--- config.mk ---
export PLATFORM = sky130hd
export DESIGN_NAME = gx_text_expander
export DESIGN_NICKNAME = d
export VERILOG_FILES = /design/src/rtl/gx_pkg.sv /design/src/rtl/gx_char_timer.sv /design/src/rtl/gx_row_track.sv /design/src/rtl/gx_shifter.sv /design/src/rtl/gx_text_expander.sv
export SDC_FILE = /design/constraint.sdc
export NUM_CORES = 1
export LEC_CHECK = 0
export CAP_MARGIN = 30
export CORE_MARGIN = 2
export CORE_UTILIZATION = 30
export CTS_BUF_LIST = sky130_fd_sc_hd__clkbuf_4 sky130_fd_sc_hd__clkbuf_8
export DETAILED_ROUTE_END_ITERATION = 12
export GPL_TIMING_DRIVEN = 0
export SYNTH_ARGS = -nofsm -noshare
export SYNTH_HDL_FRONTEND = slang
export SYNTH_SLANG_ARGS = --single-unit
--- constraint.sdc ---
create_clock -name clk -period 4.8 [get_ports clk]
set_input_delay 0.48 -clock clk [delete_from_list [all_inputs] [get_ports clk]]
set_output_delay 0.48 -clock clk [all_outputs]
set_load 0.01 [all_outputs]
--- src/rtl/gx_pkg.sv ---
package gx_pkg;

  localparam int DOT_W = 4;

  typedef struct packed {
    logic [7:0] attr;
    logic [7:0] code;
  } cell_t;

  // index of the final dot of a character period
  function automatic logic [DOT_W-1:0] last_dot(input logic nine);
    return nine ? DOT_W'(8) : DOT_W'(7);
  endfunction

  // colour for one dot: foreground in attr[3:0], background in attr[7:4]
  function automatic logic [3:0] dot_colour(input logic lit, input logic extra,
                                            input logic [7:0] attr);
    if (extra) return attr[7:4];
    return lit ? attr[3:0] : attr[7:4];
  endfunction

endpackage

--- src/rtl/gx_char_timer.sv ---
module gx_char_timer #(
  parameter int COL_W = 7
) (
  input  logic             clk,
  input  logic             rst_n,
  input  logic             nine,
  input  logic [COL_W-1:0] cols,
  input  logic             line_start,
  output logic             busy,
  output logic [COL_W-1:0] col,
  output logic             ev_cell_rd,
  output logic             ev_cell_cap,
  output logic             ev_font_rd,
  output logic             ev_font_cap,
  output logic             ev_load,
  output logic             ev_line_end
);
  import gx_pkg::*;

  logic [DOT_W-1:0] dot;
  logic             at_last;
  logic             take;

  assign at_last = (dot == last_dot(nine));
  assign take    = line_start && !busy && (cols != '0);

  always_ff @(posedge clk or negedge rst_n) begin
    if (!rst_n) begin
      busy <= 1'b0;
      dot  <= '0;
      col  <= '0;
    end else if (take) begin
      busy <= 1'b1;
      dot  <= '0;
      col  <= '0;
    end else if (busy) begin
      if (at_last) begin
        dot <= '0;
        if (col == cols - 1'b1) busy <= 1'b0;
        else                    col  <= col + 1'b1;
      end else begin
        dot <= dot + 1'b1;
      end
    end
  end

  assign ev_cell_rd  = busy && (dot == DOT_W'(0));
  assign ev_cell_cap = busy && (dot == DOT_W'(1));
  assign ev_font_rd  = busy && (dot == DOT_W'(2));
  assign ev_font_cap = busy && (dot == DOT_W'(3));
  assign ev_load     = busy && at_last;
  assign ev_line_end = busy && at_last && (col == cols - 1'b1);

endmodule

--- src/rtl/gx_row_track.sv ---
module gx_row_track #(
  parameter int LINE_W = 5,
  parameter int AW     = 16
) (
  input  logic              clk,
  input  logic              rst_n,
  input  logic              frame_start,
  input  logic              line_end,
  input  logic [LINE_W-1:0] height_m1,
  input  logic [AW-1:0]     pitch,
  input  logic [AW-1:0]     start,
  output logic [LINE_W-1:0] glyph_line,
  output logic [AW-1:0]     row_addr,
  output logic              row_adv
);

  logic wrap;
  assign wrap = (glyph_line == height_m1);

  always_ff @(posedge clk or negedge rst_n) begin
    if (!rst_n) begin
      glyph_line <= '0;
      row_addr   <= '0;
      row_adv    <= 1'b0;
    end else begin
      row_adv <= 1'b0;
      if (frame_start) begin
        glyph_line <= '0;
        row_addr   <= start;
      end else if (line_end) begin
        if (wrap) begin
          glyph_line <= '0;
          row_addr   <= row_addr + pitch;
          row_adv    <= 1'b1;
        end else begin
          glyph_line <= glyph_line + 1'b1;
        end
      end
    end
  end

endmodule

--- src/rtl/gx_shifter.sv ---
module gx_shifter (
  input  logic       clk,
  input  logic       rst_n,
  input  logic       nine,
  input  logic       load,
  input  logic [7:0] glyph,
  input  logic [7:0] attr,
  output logic       pix_valid,
  output logic [3:0] pix_index
);
  import gx_pkg::*;

  logic [7:0]       shreg;
  logic [7:0]       attr_q;
  logic [DOT_W-1:0] cnt;
  logic             active;

  always_ff @(posedge clk or negedge rst_n) begin
    if (!rst_n) begin
      shreg  <= '0;
      attr_q <= '0;
      cnt    <= '0;
      active <= 1'b0;
    end else if (load) begin
      shreg  <= glyph;
      attr_q <= attr;
      cnt    <= '0;
      active <= 1'b1;
    end else if (active) begin
      if (cnt == last_dot(nine)) begin
        active <= 1'b0;
      end else begin
        cnt   <= cnt + 1'b1;
        shreg <= {shreg[6:0], 1'b0};
      end
    end
  end

  assign pix_valid = active;
  assign pix_index = active ? dot_colour(shreg[7], cnt[3], attr_q) : 4'd0;

endmodule

--- src/rtl/gx_text_expander.sv ---
module gx_text_expander #(
  parameter int FONT_BASE_W = 3,
  parameter int COL_W       = 7,
  parameter int LINE_W      = 5,
  localparam int AW         = FONT_BASE_W + 8 + LINE_W
) (
  input  logic                   clk,
  input  logic                   rst_n,
  input  logic                   cfg_nine_dot,
  input  logic [LINE_W-1:0]      cfg_height_m1,
  input  logic [COL_W-1:0]       cfg_cols,
  input  logic [AW-1:0]          cfg_pitch,
  input  logic [AW-1:0]          cfg_start,
  input  logic [FONT_BASE_W-1:0] cfg_font_base,
  input  logic                   frame_start,
  input  logic                   line_start,
  output logic                   mem_rd,
  output logic [AW-1:0]          mem_addr,
  input  logic [31:0]            mem_rdata,
  output logic                   pix_valid,
  output logic [3:0]             pix_index,
  output logic [LINE_W-1:0]      glyph_line,
  output logic                   row_adv,
  output logic                   line_busy
);
  import gx_pkg::*;

  function automatic logic [AW-1:0] font_addr(input logic [FONT_BASE_W-1:0] base,
                                              input logic [7:0] code,
                                              input logic [LINE_W-1:0] line);
    return {base, code, line};
  endfunction

  function automatic logic [AW-1:0] cell_addr(input logic [AW-1:0] base,
                                              input logic [COL_W-1:0] col);
    return base + AW'(col);
  endfunction

  logic [COL_W-1:0] cur_col;
  logic [AW-1:0]    row_addr;
  logic             ev_cell_rd, ev_cell_cap, ev_font_rd, ev_font_cap;
  logic             ev_load, ev_line_end;
  cell_t            cell_q;
  logic [7:0]       glyph_q;

  gx_char_timer #(.COL_W(COL_W)) u_timer (
    .clk         (clk),
    .rst_n       (rst_n),
    .nine        (cfg_nine_dot),
    .cols        (cfg_cols),
    .line_start  (line_start),
    .busy        (line_busy),
    .col         (cur_col),
    .ev_cell_rd  (ev_cell_rd),
    .ev_cell_cap (ev_cell_cap),
    .ev_font_rd  (ev_font_rd),
    .ev_font_cap (ev_font_cap),
    .ev_load     (ev_load),
    .ev_line_end (ev_line_end)
  );

  gx_row_track #(.LINE_W(LINE_W), .AW(AW)) u_rows (
    .clk         (clk),
    .rst_n       (rst_n),
    .frame_start (frame_start),
    .line_end    (ev_line_end),
    .height_m1   (cfg_height_m1),
    .pitch       (cfg_pitch),
    .start       (cfg_start),
    .glyph_line  (glyph_line),
    .row_addr    (row_addr),
    .row_adv     (row_adv)
  );

  always_ff @(posedge clk or negedge rst_n) begin
    if (!rst_n) begin
      cell_q  <= '0;
      glyph_q <= '0;
    end else begin
      if (ev_cell_cap) cell_q  <= cell_t'(mem_rdata[15:0]);
      if (ev_font_cap) glyph_q <= mem_rdata[23:16];
    end
  end

  always_comb begin
    mem_rd   = ev_cell_rd | ev_font_rd;
    mem_addr = '0;
    if (ev_cell_rd)      mem_addr = cell_addr(row_addr, cur_col);
    else if (ev_font_rd) mem_addr = font_addr(cfg_font_base, cell_q.code, glyph_line);
  end

  gx_shifter u_shift (
    .clk       (clk),
    .rst_n     (rst_n),
    .nine      (cfg_nine_dot),
    .load      (ev_load),
    .glyph     (glyph_q),
    .attr      (cell_q.attr),
    .pix_valid (pix_valid),
    .pix_index (pix_index)
  );

endmodule

# Word level (Yosys, flattened, before mapping)
# Cells that the tools add are included.
[totals]
elab_cells = 86
inputBits = 84
reg_bits = 79
output_inout_bits = 29
[op_classes]
eq_ne = 9
mux = 37
n_bitwise = 1
reduce_logical = 19
add_sub_neg = 7
[op_table]
columns = ["cell", "count"]
rows = [
  ["two-way mux 16 bit", 5],
  ["two-way mux 4 bit", 11],
  ["two-way mux 7 bit", 4],
  ["two-way mux 8 bit", 3],
  ["adder 16 bit", 1],
  ["adder 16 x 7 -> 16 bit", 1],
  ["two-way mux 5 bit", 3],
  ["two-way mux 1 bit", 11],
  ["nonzero test 2 bit", 5],
  ["adder 4 x 1 -> 4 bit (second input constant)", 2],
  ["equality test 4 x 2 -> 1 bit (second input constant)", 2],
  ["equality test 4 bit", 2],
  ["logical AND 1 bit", 8],
  ["adder 7 x 1 -> 7 bit (second input constant)", 1],
  ["equality test 7 bit", 1],
  ["nonzero test 7 bit", 1],
  ["subtractor 7 x 1 -> 7 bit (second input constant)", 1],
  ["adder 5 x 1 -> 5 bit (second input constant)", 1],
  ["equality test 5 bit", 1],
  ["equality test 4 x 1 -> 1 bit (second input constant)", 1],
  ["zero test 4 bit", 1],
  ["AND reduction 2 bit", 2],
  ["AND reduction 3 bit", 1],
  ["inequality test 2 x 1 -> 1 bit (second input constant)", 1],
  ["other kinds (3)", 3],
]

# Longest topological paths before layout
# Gate-level depths: netlist (run 1).
[depth]
word_depth = 6
mapped_depth = 12
depth_no_buf = 10

# By module
# From an unflattened synthesis (run 1), not the netlist that was laid out.
[hier_totals]
cells_unflattened = 566
area_unflattened_um2 = 5454.0
[modules_own_cells]
columns = ["mod", "seq_area_each_um2", "cells_each", "area_per_inst_um2", "n_inst"]
rows = [
  ["gx_row_track", 550.5, 206, 1795.5, 1],
  ["gx_text_expander", 600.6, 148, 1579.0, 1],
  ["gx_shifter", 525.5, 99, 1048.5, 1],
  ["gx_char_timer", 300.3, 113, 1031.0, 1],
]

# Worst setup path before layout (run 1)
# Ideal clock, no wire load.
[synth_timing]
path_type = "register -> output"
from = "register u_timer.col[1]"
to = "output mem_addr[15]"
n_path_buf = 0
path_stages_with_launch = 9
required_time_ns = 4.320
setup_slack_ns = 1.869
t_arrival_ns = 2.451
path_cell_list = "dfrtp_1 > ha_1 > a21o_1 > a21oi_1 > o21ai_0 > a2111oi_1 > nor3_1 > xnor2_1 > o21ai_0"
[synth_via]
elab_chain_len = 2
[synth_lines]
columns = ["element", "line_no", "rtl"]
rows = [
  ["start, declared", "gx_char_timer.sv:10", "output logic [COL_W-1:0] col,"],
  ["start signal, assigned", "gx_char_timer.sv:40", "else col <= col + 1'b1;"],
  ["adder 16 x 7 -> 16 bit", "gx_text_expander.sv:36", "return base + AW'(col);"],
  ["two-way mux 16 bit", "gx_text_expander.sv:88", "if (ev_cell_rd) mem_addr = cell_addr(row_addr, cur_col);"],
  ["end, declared", "gx_text_expander.sv:18", "output logic [AW-1:0] mem_addr,"],
]
# No other way between the ends.

# Final worst setup path (run 1)
# Ends and elaborated chain as after synthesis.

==> results of run 1 <==
-- logic make-up after synthesis --
| kind of cell | after synthesis | synth area share |
|---|---|---|
| simple gates | 180 | 0.1693 |
| xor+xnor | 45 | 0.07705 |
| buf+inv | 37 | 0.03351 |
| flops | 79 | 0.3865 |
| mux | 50 | 0.1040 |
| fa+ha+maj | 33 | 0.08366 |
| compound gates | 122 | 0.1460 |
-- metal layers --
metal / share of wire / GRT usage
met1: 0.44 / 0.1943
met2: 0.50 / 0.2727
met3: 0.051 / 0.03829
met4: 0.017 / 0.04678
met5: 0 / 0
-- power by group --
part / total [W] / leakage (nW) / internal, W / switching, W
logic: 0.00116 / 1.69 / 0.000603 / 0.000555
registers: 0.00106 / 0.977 / 0.000885 / 0.000177
clock network: 0.000462 / 0.0905 / 0.000196 / 0.000266
total: 0.00268 / 2.76 / 0.00168 / 0.000997
-- through the flow --
step / power [W] / worst slack (ns) / util / instance area, um^2 / std cells
6_report: 0.002682 / 0.4449 / 0.3982 / 6626 / 887
5_1_grt: 0.002902 / 0.2615 / 0.3982 / 6626 / 887
4_1_cts: 0.002712 / 0.4484 / 0.3982 / 6626 / 887
3_5_place_dp: 0.002243 / 0.8878 / 0.3876 / 6451 / 871
3_3_place_gp: 0.002186 / 0.4769 / 0.3858 / 6421 / 869
2_1_floorplan: 0.001790 / 1.869 / - / 5115 / 546
-- worst max-delay path by stage --
stage | start | endpoint | slack, ns | cells past startpoint
final | u_timer.col[1]$_DFFE_PN0P_ | mem_addr[15] | 0.44 | 9
after global routing | u_timer.col[1]$_DFFE_PN0P_ | mem_addr[7] | 0.26 | 9
after CTS | u_timer.col[1]$_DFFE_PN0P_ | mem_addr[15] | 0.45 | 9
after detailed placement | u_timer.col[1]$_DFFE_PN0P_ | mem_addr[15] | 0.89 | 9
after global placement | rst_n | u_rows.row_addr[15]$_DFFE_PN0P_ | 0.48 | 1
after floorplan | u_timer.col[1]$_DFFE_PN0P_ | mem_addr[15] | 1.87 | 8
-- synth_stat cells (3+ instances only) --
| cell type | instances |
|---|---|
| dfrtp_1 | 79 |
| nand2_1 | 79 |
| o21ai_0 | 40 |
| nor2_1 | 32 |
| a21oi_1 | 31 |
| ha_1 | 31 |
| xnor2_1 | 29 |
| mux2_2 | 25 |
| mux2i_1 | 25 |
| clkbuf_1 | 16 |
| inv_1 | 16 |
| xor2_1 | 16 |
| nor2b_1 | 11 |
| and3_1 | 8 |
| nand4_1 | 8 |
| nor3_1 | 8 |
| o21ai_1 | 8 |
| nand3_1 | 7 |
| a21o_1 | 6 |
| a31oi_1 | 5 |
| nand2b_1 | 5 |
| a32o_1 | 4 |
| nor3b_1 | 4 |
| o211ai_1 | 4 |
| o31ai_1 | 4 |
| a211oi_1 | 3 |
| o21a_1 | 3 |
-- final cells by class --
cell class / instances / area (um^2)
Buffer: 21 / 111.4
Clock buffer: 10 / 131.4
Clock inverter: 6 / 43.79
Fill cell: 1633 / 10020
Inverter: 16 / 60.06
Multi-Input combinational cell: 430 / 2967
Sequential cell: 79 / 1977
Tap cell: 220 / 275.3
Timing Repair Buffer: 105 / 1061
-- flip-flops by register name, indices dropped and copies added, names as in the netlist --
register,flops
u_rows.glyph_line,5
u_rows.row_addr,16
u_timer.dot,4
u_shift.cnt,4
u_shift.attr_q,8
u_timer.col,7
glyph_q,8
u_shift.shreg,8
cell_q,16
u_rows.row_adv,1
u_shift.pix_valid,1
u_timer.busy,1
-- worst max-delay path, cell delays in order, from the launching register on --
cell and delay [ns]:
dfrtp_1 0.46, ha_1 0.33, a21o_1 0.18, a21oi_1 0.21, o21ai_0 0.16, a2111oi_1 0.98, nor3_1 0.17, xnor2_1 0.17
o21ai_0 0.24, clkdlybuf4s50_1 0.60
==> flow_metrics.env, run 1 <==
export IMPL_async_reset_ff_frac=1.000
export IMPL_fin_crit_ns=4.355
export IMPL_max_clock_freq_mhz=229.6
export IMPL_drc=0
export IMPL_rows=47
export IMPL_synthFlopType="dfrtp_1"
export IMPL_rrSetupSlack_ns=2.21
export IMPL_period_share=0.9073
export IMPL_fin_worst_skew_ns=0.01009
export IMPL_netlist_top_cells_area="dfrtp_1 39%, ha_1 7.6%, nand2_1 5.8%"
export IMPL_p_leak_nw=2.758
export IMPL_grt_max_degree=47
export IMPL_reg2reg_to="cell_q[12]$_DFFE_PN0P_"
export IMPL_reg2reg_depth=6
export IMPL_vias=4337
export IMPL_area_growth_pct=29.55
export IMPL_grt_pass1_wl_mm=22.29
export IMPL_hold_viol=0
export IMPL_final_common_cell="clkdlybuf4s50_1"
export IMPL_htreeDepth=3
export IMPL_clock_tree_buffer_depth=2
export IMPL_cap_violations=0
export IMPL_clockRootBuffer="clkbuf_8"
export IMPL_grt_pass1_vias=4471
export IMPL_cts_resized=0
export IMPL_rsz0062_at_grt="false"
export IMPL_first_pass_iters=5
export IMPL_nNetsFinal=779
export IMPL_maxSlewHeadroom=0.2970
export IMPL_crit_required_ns=4.32
export IMPL_synth_top_area_frac=0.3865
export IMPL_hpwlAfterDp_mm=10.89
export IMPL_worstSetupStartpointType="register"
export IMPL_critPathKind="register to output port"
export IMPL_synth_edf_count=0
export IMPL_cts_setup_buffers=0
export IMPL_r2r_start="u_timer.busy$_DFF_PN0_"
export IMPL_path_clk_slew_ns=0.09
export IMPL_vias_per_cell=4.890
export IMPL_synthesis_nets=663
export IMPL_globalplace_congestion=0.8057
export IMPL_dieArea_um2=18110
export IMPL_hold_path_class="input pin to asynchronous set/reset pin"
export IMPL_cts_tree="done"
export IMPL_synth_seq_cells=79
export IMPL_numPortBuffers=103
export IMPL_drtIter0Drc=147
export IMPL_start_util=0.3073
export IMPL_status="finished clean"
export IMPL_cts_made_buffers=9
export IMPL_setup_viol=0
export IMPL_coreArea_um2=16640
export IMPL_wirelength_mm=13.62
export IMPL_grt_overflow_total=0
export IMPL_max_vdd_ir_drop_uv=204.3
export IMPL_crit_arrival_ns=3.88
export IMPL_antenna_left=0
export IMPL_crit_path_end_kind="output port"
export IMPL_avgRoutedWirePerCell_um=15.35
export IMPL_avgSynthCellArea_um2=9.368
export IMPL_yosysWarnings=0
export IMPL_holdBufCountCts=0
export IMPL_syn_inst=546
export IMPL_clock_sinks=79
export IMPL_ys_seq_area_frac=0.3865
export IMPL_finalSetupTns_ns=0
export IMPL_chipWidth_um=134.6
export IMPL_die_h_um=134.6
export IMPL_synth_top_area_cell="dfrtp_1"
export IMPL_antenna_found_initial=0
export IMPL_worstPathMaxFanout=6
export IMPL_power_density_nw_per_um2=404.8
export IMPL_holdWs_ns=0.05198
export IMPL_io_pins=113
export IMPL_yosys_cell_types_count=55
export IMPL_drive_gt1_frac=0.08396
export IMPL_antenna_cells=0
export IMPL_final_cell_mix="102 x clkdlybuf4s50_1, 79 x nand2_1, 79 x dfrtp_1"
export IMPL_drv_slew=0
export IMPL_worst_pin_slew_ns=1.052
export IMPL_insertion_delay_ns=0.37
export IMPL_track_usage=0.1574
export IMPL_syn_area_um2=5115
No activity file was read; power rests on OpenSTA's default activity.
==> run 2, diff against run 1 <==
--- a/config.mk
+++ b/config.mk
@@ -10,7 +10,6 @@
 export CORE_UTILIZATION = 30
 export CTS_BUF_LIST = sky130_fd_sc_hd__clkbuf_4 sky130_fd_sc_hd__clkbuf_8
 export DETAILED_ROUTE_END_ITERATION = 12
-export GPL_TIMING_DRIVEN = 0
 export SYNTH_ARGS = -nofsm -noshare
 export SYNTH_HDL_FRONTEND = slang
 export SYNTH_SLANG_ARGS = --single-unit
==> flow_metrics.env, run 2 (synthesis gave the netlist of run 1 again) <==
export IMPL_status="finished clean"
export IMPL_max_vdd_ir_drop_uv=188.9
export IMPL_critical_path_depth=11
export IMPL_fin_crit_ns=3.935
export IMPL_setup_viol=0
export IMPL_antenna_cells=0
export IMPL_start_util=0.3073
export IMPL_globalplace_congestion=0.8613
export IMPL_grt_overflow_total=0
export IMPL_critPathKind="register to output port"
export IMPL_slowest_delay_ns=0.60
export IMPL_path_clk_slew_ns=0.08
export IMPL_vias_per_cell=4.916
export IMPL_r2r_start="u_rows.glyph_line[3]$_DFFE_PN0P_"
export IMPL_antenna_found_initial=0
export IMPL_grt_max_degree=65
export IMPL_place_area_um2=6377
export IMPL_antenna_left=0
export IMPL_final_cell_mix="103 x clkdlybuf4s50_1, 79 x nand2_1, 79 x dfrtp_1"
export IMPL_chipWidth_um=134.6
export IMPL_final_core_util=0.3978
export IMPL_reg2reg_depth=7
export IMPL_wl_met1_mm=5.814
export IMPL_crit_slowest_cell="clkdlybuf4s50_1"
export IMPL_cts_tree="done"
export IMPL_drtIter0Drc=162
export IMPL_crit_arrival_ns=3.45
export IMPL_final_area_um2=6620
export IMPL_max_clock_freq_mhz=254.1
export IMPL_die_h_um=134.6
export IMPL_holdWs_ns=0.4680
export IMPL_crit_end="mem_addr[8]"
export IMPL_drc=0
export IMPL_io_pins=113
export IMPL_met3_length_um=543
export IMPL_htreeDepth=3
export IMPL_dr_wl_met2_mm=6.593
export IMPL_rrSetupSlack_ns=2.18
export IMPL_drive_gt1_frac=0.08320
export IMPL_avgRoutedWirePerCell_um=15.09
export IMPL_power_density_nw_per_um2=422.4
export IMPL_cts_resized=0
export IMPL_pre_cts_ws_ns=1.224
export IMPL_p_leak_nw=2.764
export IMPL_vias=4272
export IMPL_track_usage=0.1511
export IMPL_postLayoutSetupSlackWorst_ns=0.8651
export IMPL_crit_path_end_kind="output port"
export IMPL_coreArea_um2=16640
export IMPL_maxSlewHeadroom=0.3607
export IMPL_clock_sinks=79
export IMPL_rows=47
export IMPL_reg2reg_to="u_rows.row_addr[13]$_DFFE_PN0P_"
export IMPL_worstSetupStartpoint="u_timer.col[0]$_DFFE_PN0P_"
export IMPL_worstPathMaxFanout=6
export IMPL_first_pass_iters=5
export IMPL_area_growth_pct=29.43
export IMPL_hold_path_class="register to register"
export IMPL_holdCritStartpoint="cell_q[9]$_DFFE_PN0P_"
export IMPL_finalSetupTns_ns=0
export IMPL_crit_required_ns=4.32
export IMPL_wirelength_mm=13.12
export IMPL_numPortBuffers=104
export IMPL_top_regs="cell_q (16), u_rows.row_addr (16)"
export IMPL_final_common_cell="clkdlybuf4s50_1"
export IMPL_worst_pin_slew_ns=0.9516
export IMPL_grt_pass1_wl_mm=21.65
export IMPL_worstSetupStartpointType="register"
export IMPL_period_share=0.8198
export IMPL_drv_slew=0
export IMPL_nNetsFinal=763
export IMPL_insertion_delay_ns=0.37
export IMPL_dieArea_um2=18110
export IMPL_path_cells="ha_1 > inv_1 > fa_1 > nor2b_1 > o21ai_0 > a21boi_0 > o211ai_1 > a21boi_0 > xnor2_1 > o21ai_0 > clkdlybuf4s50_1"
export IMPL_cap_violations=0
export IMPL_crit_buf_inv=2
export IMPL_cts_made_buffers=9
export IMPL_rsz0062_at_grt="false"
export IMPL_grt_pass1_vias=4420
export IMPL_hpwlAfterDp_mm=10.26
export IMPL_clock_tree_buffer_depth=2
export IMPL_critical_path_top_delay_family="compound AO/OA/AOI/OAI gates"
export IMPL_hold_viol=0
export IMPL_clockRootBuffer="clkbuf_8"
export IMPL_fin_worst_skew_ns=0.008089
export IMPL_top_layer_used="met4"
## run 2: stage by stage
stage / total power, W / instances
floorplan: 0.001790 / 546
global placement: 0.002175 / 853
detailed placement: 0.002225 / 854
CTS: 0.002840 / 869
global route: 0.003019 / 869
finish: 0.002797 / 869
## run 2: area by class of cell
| class | count | area, um^2 |
|---|---|---|
| fill | 1635 | 10020 |
| multi-input combinational | 430 | 2969 |
| sequential | 79 | 1977 |
| timing repair buffer | 110 | 1106 |
| tap | 220 | 275.3 |
| clock buffer | 10 | 137.6 |
| clock inverter | 4 | 95.09 |
| inverter | 16 | 60.06 |
## run 2: how the worst min path moves through the flow
stage,to,slack (ns),cells after the start
global route,glyph_q[6]$_DFFE_PN0P_,0.51,2
global placement,u_shift.attr_q[5]$_DFFE_PN0P_,0.46,2
CTS,u_shift.attr_q[1]$_DFFE_PN0P_,0.48,2
floorplan,cell_q[0]$_DFFE_PN0P_,0.18,0
detailed placement,glyph_q[6]$_DFFE_PN0P_,0.36,1
finish,u_shift.attr_q[1]$_DFFE_PN0P_,0.47,2
## run 2: worst reg2reg max path, delay by kind of cell (launching register included)
kind	cells	cell delay [ns]
xor gates and xnor gates	1	0.27
AOI/OAI and AO/OA	2	0.37
DFF	1	0.45
and+or+nand+nor	4	1.42
## run 2: per-layer routing
metal  vias to the layer above  track usage
met3                        13      0.03866
met1                      2032       0.1807
met2                        93       0.2681
met4                         0      0.04327
met5                         -            0
li1                       2134            -
## run 2: repair_timing
action / CTS / global route
hold endpoints to repair: 15 / 0
buffers inserted: 0 / 0
hold buffers: 1 / 0
## run 2: report_power, final
group / internal (W) / switching [W] / total [W]
combinational: 0.000600 / 0.000539 / 0.00114
sequential: 0.000885 / 0.000174 / 0.00106
clock: 0.000353 / 0.000245 / 0.000598
total: 0.00184 / 0.000958 / 0.00280
